===== src/rtl/fet_arb_pkg.sv =====
package fet_arb_pkg;

  localparam int LANE_DSG = 0;
  localparam int LANE_CHG = 1;
  localparam int LANES    = 2;

  typedef struct packed {
    logic       err;
    logic [1:0] act;
  } pwm_upd_t;

  // Steady decision of one driver before body-diode protection and PWM.
  function automatic logic lane_steady(input logic auto_en, input logic host_on,
                                       input logic host_off, input logic fault_hit,
                                       input logic sleep_off);
    return !host_off && !fault_hit && !sleep_off && (host_on || auto_en);
  endfunction

  // Update of the PWM slot on a request write.
  function automatic pwm_upd_t pwm_update(input logic [1:0] cur, input logic [1:0] req,
                                          input logic ok);
    pwm_upd_t r;
    if (!ok) begin
      r = '{err: 1'b0, act: 2'b00};
    end else if (cur != 2'b00) begin
      r = '{err: |(req & ~cur), act: req & cur};
    end else if (req == 2'b11) begin
      r = '{err: 1'b1, act: 2'b01};
    end else begin
      r = '{err: 1'b0, act: req};
    end
    return r;
  endfunction

endpackage


===== src/rtl/fet_fault_reduce.sv =====
module fet_fault_reduce #(
  parameter int NUM_FAULTS = 8
) (
  input  logic [NUM_FAULTS-1:0] fault_active,
  input  logic [NUM_FAULTS-1:0] mask_dsg,
  input  logic [NUM_FAULTS-1:0] mask_chg,
  output logic                  hit_dsg,
  output logic                  hit_chg
);
  logic [NUM_FAULTS-1:0] routed_dsg;
  logic [NUM_FAULTS-1:0] routed_chg;

  for (genvar g = 0; g < NUM_FAULTS; g++) begin : g_route
    assign routed_dsg[g] = fault_active[g] & mask_dsg[g];
    assign routed_chg[g] = fault_active[g] & mask_chg[g];
  end

  assign hit_dsg = |routed_dsg;
  assign hit_chg = |routed_chg;
endmodule


===== src/rtl/fet_pwm_slot.sv =====
module fet_pwm_slot
  import fet_arb_pkg::*;
(
  input  logic       clk,
  input  logic       rst_n,
  input  logic       wr,
  input  logic [1:0] req,
  input  logic       ok,
  output logic [1:0] pwm_on,
  output logic       err
);
  logic [1:0] act_q;
  logic       err_q;
  pwm_upd_t   upd;

  assign upd = pwm_update(act_q, req, ok);

  always_ff @(posedge clk) begin
    if (!rst_n) begin
      act_q <= 2'b00;
      err_q <= 1'b0;
    end else if (wr) begin
      act_q <= upd.act;
      err_q <= upd.err;
    end
  end

  assign pwm_on = act_q & {2{ok}};
  assign err    = err_q;

  a_r10_single_pwm: assert property (@(posedge clk) disable iff (!rst_n)
    $onehot0(act_q));
  a_r9_pwm_needs_ok: assert property (@(posedge clk) disable iff (!rst_n)
    (wr && !ok) |=> (act_q == 2'b00));
  a_r10_err_only_on_write: assert property (@(posedge clk) disable iff (!rst_n)
    !wr |=> $stable(err_q));
endmodule


===== src/rtl/fet_lane.sv =====
module fet_lane
  import fet_arb_pkg::*;
(
  input  logic clk,
  input  logic rst_n,
  input  logic auto_en,
  input  logic host_on,
  input  logic host_off,
  input  logic fault_hit,
  input  logic sleep_off,
  input  logic pwm_on,
  input  logic pwm_wave,
  input  logic bdp_force,
  output logic steady,
  output logic drv_q
);
  logic next_drv;

  assign steady   = lane_steady(auto_en, host_on, host_off, fault_hit, sleep_off);
  assign next_drv = bdp_force | (steady & (!pwm_on | pwm_wave));

  always_ff @(posedge clk) begin
    if (!rst_n) drv_q <= 1'b0;
    else        drv_q <= next_drv;
  end

  a_r5_host_off_wins: assert property (@(posedge clk) disable iff (!rst_n)
    (host_off && !bdp_force) |=> !drv_q);
  a_r6_fault_blocks: assert property (@(posedge clk) disable iff (!rst_n)
    (fault_hit && !bdp_force) |=> !drv_q);
  a_r7_sleep_blocks: assert property (@(posedge clk) disable iff (!rst_n)
    (sleep_off && !bdp_force) |=> !drv_q);
  a_r8_bdp_turns_on: assert property (@(posedge clk) disable iff (!rst_n)
    bdp_force |=> drv_q);
  a_r9_pwm_low_gates: assert property (@(posedge clk) disable iff (!rst_n)
    (pwm_on && !pwm_wave && !bdp_force) |=> !drv_q);
endmodule


===== src/rtl/fet_gate_arbiter.sv =====
module fet_gate_arbiter
  import fet_arb_pkg::*;
#(
  parameter int NUM_FAULTS = 8
) (
  input  logic                  clk,
  input  logic                  rst_n,
  input  logic                  cfg_auto_en,
  input  logic                  auto_toggle,
  input  logic                  cfg_host_on_ok,
  input  logic                  cfg_host_off_ok,
  input  logic                  cfg_bdp_en,
  input  logic                  cfg_sleep_chg_off,
  input  logic                  cfg_pwm_ok,
  input  logic [3:0]            host_ctrl,
  input  logic [NUM_FAULTS-1:0] fault_active,
  input  logic [NUM_FAULTS-1:0] fault_chg_mask,
  input  logic [NUM_FAULTS-1:0] fault_dsg_mask,
  input  logic                  is_charging,
  input  logic                  is_discharging,
  input  logic                  sleep_mode,
  input  logic                  pwm_wr,
  input  logic [1:0]            pwm_req,
  input  logic                  pwm_wave,
  output logic                  chg_drv,
  output logic                  dsg_drv,
  output logic                  stat_chg,
  output logic                  stat_dsg,
  output logic                  pwm_err
);
  localparam int OFF_BASE = 2;  // host_ctrl[OFF_BASE + lane] forces off

  logic             tog_q;
  logic             auto_eff;
  logic [LANES-1:0] host_on, host_off, fault_hit, sleep_off, pwm_on;
  logic [LANES-1:0] steady, bdp_force, drv_q;

  always_ff @(posedge clk) begin
    if (!rst_n)           tog_q <= 1'b0;
    else if (auto_toggle) tog_q <= ~tog_q;
  end
  assign auto_eff = cfg_auto_en ^ tog_q;

  fet_fault_reduce #(.NUM_FAULTS(NUM_FAULTS)) u_faults (
    .fault_active (fault_active),
    .mask_dsg     (fault_dsg_mask),
    .mask_chg     (fault_chg_mask),
    .hit_dsg      (fault_hit[LANE_DSG]),
    .hit_chg      (fault_hit[LANE_CHG])
  );

  fet_pwm_slot u_pwm (
    .clk    (clk),
    .rst_n  (rst_n),
    .wr     (pwm_wr),
    .req    (pwm_req),
    .ok     (cfg_pwm_ok),
    .pwm_on (pwm_on),
    .err    (pwm_err)
  );

  assign sleep_off[LANE_DSG] = 1'b0;
  assign sleep_off[LANE_CHG] = cfg_sleep_chg_off & sleep_mode;

  // Body diode guard: the idle FET conducts through its diode.
  assign bdp_force[LANE_DSG] = cfg_bdp_en & is_charging &
                               steady[LANE_CHG] & ~steady[LANE_DSG];
  assign bdp_force[LANE_CHG] = cfg_bdp_en & is_discharging &
                               steady[LANE_DSG] & ~steady[LANE_CHG];

  for (genvar l = 0; l < LANES; l++) begin : g_lane
    assign host_on[l]  = cfg_host_on_ok  & host_ctrl[l];
    assign host_off[l] = cfg_host_off_ok & host_ctrl[OFF_BASE + l];

    fet_lane u_lane (
      .clk       (clk),
      .rst_n     (rst_n),
      .auto_en   (auto_eff),
      .host_on   (host_on[l]),
      .host_off  (host_off[l]),
      .fault_hit (fault_hit[l]),
      .sleep_off (sleep_off[l]),
      .pwm_on    (pwm_on[l]),
      .pwm_wave  (pwm_wave),
      .bdp_force (bdp_force[l]),
      .steady    (steady[l]),
      .drv_q     (drv_q[l])
    );
  end

  assign chg_drv  = drv_q[LANE_CHG];
  assign dsg_drv  = drv_q[LANE_DSG];
  assign stat_chg = drv_q[LANE_CHG];
  assign stat_dsg = drv_q[LANE_DSG];

  a_r3_toggle_flips: assert property (@(posedge clk) disable iff (!rst_n)
    auto_toggle |=> (tog_q != $past(tog_q)));
  a_r8_bdp_exclusive: assert property (@(posedge clk) disable iff (!rst_n)
    !(bdp_force[LANE_DSG] && bdp_force[LANE_CHG]));
  a_r2_idle_off: assert property (@(posedge clk) disable iff (!rst_n)
    (!auto_eff && !host_on[LANE_DSG] && !bdp_force[LANE_DSG]) |=> !dsg_drv);
endmodule


===== config.mk =====
export PLATFORM = sky130hd
export DESIGN_NAME = fet_gate_arbiter
export DESIGN_NICKNAME = d
export VERILOG_FILES = /design/src/rtl/fet_arb_pkg.sv /design/src/rtl/fet_fault_reduce.sv /design/src/rtl/fet_pwm_slot.sv /design/src/rtl/fet_lane.sv /design/src/rtl/fet_gate_arbiter.sv
export SDC_FILE = /design/constraint.sdc
export NUM_CORES = 1
export LEC_CHECK = 0
export BUFFER_PORTS_ARGS = -buffer_cell sky130_fd_sc_hd__buf_2
export CORE_MARGIN = 4
export CORE_UTILIZATION = 28
export DETAILED_ROUTE_END_ITERATION = 16
export GPL_ROUTABILITY_DRIVEN = 0
export PLACE_DENSITY = 0.81
export SYNTH_ARGS = -nofsm -noshare
export SYNTH_HDL_FRONTEND = slang
export SYNTH_SLANG_ARGS = --single-unit
export TNS_END_PERCENT = 10

===== constraint.sdc =====
create_clock -name clk -period 1.1 [get_ports clk]
set_input_delay 0.11 -clock clk [delete_from_list [all_inputs] [get_ports clk]]
set_output_delay 0.11 -clock clk [all_outputs]
set_load 0.01 [all_outputs]

==> qor.csv <==
metric,value,unit
drc,0,
drt-pass1-iter-count,4,
antenna_found_initial,0,
syn_area,423,sq um
cts_made_buffers,3,
root_buffer,clkbuf_4,
start_kind,flop,
numPortBuffers,48,
power,0.000624,W
yosys_warnings,0,
grt_pass1_wl,2230,microns
multi_input_area,294,sq um
max_freq,886,MHz
tightest_slew,0.253,ns
syn-num-nets,98,
seq_area_frac_synth,28.4,%
synth_edf_count,0,
grt-ovfl-total,0,
synth_top_area_share,28.4,%
avgViaCountPerCell,4.97,
finalMaxSlewViolations,0,
drive_above_1_share,53.8,%
worstSkewPairLatency,0.24,ns
grt_max_degree,9,
synth_cells,54,
fillCellCount,145,
synth_common_cells,"a22oi_1, nand2_1, dfxtp_1",
slew_headroom,83.1,%
wl,1460,microns
crit_type,reg2reg,
postSynthAreaPerCell,7.83,sq um
critPathMaxFanout,3,
ys_async_sr_fraction,0,%
maxCapViolations,0,
status,"finished, violations left",
finalHoldViolations,0,
setup_viol,1,
start_util,31.0,%
die_area,2200,sq um
rsz0062_at_grt,yes,
vdd_drop_max,0.000586,V
grt.total_usage,14.3,%
crit_path_end_kind,flop,
hold_class,in2reg,
violations,negative setup slack,
synth_area_leader_cell,dfxtp_1,
drtAntennaViolNets,0,
wl_per_cell,12.3,microns
cp.arrival,1.29,ns
grt_pass1_vias,561,
coreArea,1370,sq um
fp.dieH,46.9,microns
power_density,881,nW/um^2
diodes,0,
pin_count,49,
post_cts_buffers,0,
vias,592,
ys.flop_type,dfxtp_1,
seq_area,121,sq um
place_hpwl,1310,microns
clock_tree.buffer_depth,2,
cts_num_sinks,6,
placed_area,676,sq um
synth_area_leaders,"dfxtp_1, a22oi_1, nand2_1",
clkTransAtPathRegs,0.04,ns
final_cell_area,708,sq um
setup_ws,-0.0283,ns
fin_skew,0.000573,ns
fin_nets,150,
synth_seq_cells,6,
drt_iter0_markers,13,
postCtsHoldBufs,0,
area_growth_syn_to_layout,67.5,%
period_share,103,%
leakagePower,0.379,nW
die_w,46.9,microns
period_needed,1.13,ns
yosysMostFrequentCell,a22oi_1,
htree_levels,1,
cp.required,1.26,ns
synth.distinct_cells,24,
cts_tree,yes,
row_count,13,
## report_power, final
| part | switching [W] | internal, W | total [W] | leakage, nW |
|---|---|---|---|---|
| registers | 0.00000877 | 0.000230 | 0.000239 | 0.0493 |
| clock network | 0.0000775 | 0.000123 | 0.000201 | 0.0138 |
| logic | 0.0000778 | 0.000106 | 0.000184 | 0.316 |
## routing by layer
layer | GRT usage (%) | routed length [microns] | vias to the layer above
li1 | - | - | 302
met3 | 6.13 | 71 | 0
met2 | 25.5 | 844 | 14
met4 | 4.42 | 0 | 0
met1 | 15.0 | 546 | 276
met5 | 0 | 0 | -
## sequential cells by signal (all words and copies together) (netlist names)
name / cells
u_pwm.err: 1
u_pwm.act_q: 2
g_lane.u_lane.drv_q: 2
tog_q: 1
## placed cells by master, fill, tap and decap left out, drive strengths merged, types with 3 or more instances in the layout
| cell type | synthesis | routed |
|---|---|---|
| dfxtp | 6 | 6 |
| nand2 | 7 | 7 |
| nor2 | 3 | 3 |
| clkbuf | 0 | 3 |
| nand3 | 3 | 3 |
| buf | 2 | 49 |
| and2 | 4 | 4 |
| a22oi | 8 | 8 |
## final timing paths
path,startpoint,endpoint,slack (ns),cells after the start
worst max register to register,tog_q$_SDFFE_PN0P_,g_lane[1].u_lane.drv_q$_SDFF_PN0_,-0.03,4
worst min register to register,u_pwm.err$_SDFFE_PN0P_,u_pwm.err$_SDFFE_PN0P_,0.48,2
worst max-delay path,tog_q$_SDFFE_PN0P_,g_lane[1].u_lane.drv_q$_SDFF_PN0_,-0.03,4
worst min-delay path,rst_n,u_pwm.act_q[0]$_SDFFE_PN0P_,0.17,3
## critical path: stages, from the launching register on
cell,delay (ns)
dfxtp_2,0.33
xor2_2,0.14
o211a_1,0.24
and2_4,0.14
o31ai_2,0.20
## per-stage QoR
stage / hold slack [ns] / util [%] / std cells / setup slack (ns) / TNS (ns)
2_1_floorplan: 0.224 / - / 54 / 0.00808 / 0
3_3_place_gp: 0.404 / 49.5 / 116 / -0.0476 / -0.0487
3_5_place_dp: 0.418 / 49.5 / 116 / -0.0677 / -0.101
4_1_cts: 0.153 / 51.3 / 119 / -0.0314 / -0.0314
5_1_grt: 0.174 / 51.8 / 119 / -0.0829 / -0.126
6_report: 0.167 / 51.8 / 119 / -0.0283 / -0.0283
## area by class of cell
class | count | area share [%]
clock buffer | 3 | 3.18
inverter | 1 | 0.530
multi-input combinational | 45 | 41.5
sequential | 6 | 17.1
tap | 15 | 2.65
timing repair buffer | 49 | 35.0
## logic make-up (layout without fill, tap and decap cells)
kind of cell | Yosys count | in the layout | share of synthesized area (%)
AO/OA/AOI/OAI | 18 | 18 | 31.7
XOR/XNOR | 2 | 2 | 4.14
buffers and inverters | 3 | 53 | 4.44
flip-flops | 6 | 6 | 28.4
AND/OR/NAND/NOR | 25 | 25 | 31.4
## what timing repair did
item,CTS,global route
pin swaps,1,1
resized for setup,1,1
cloned,0,0
setup endpoints to repair,2,2
(Power assumes the default switching activity.)
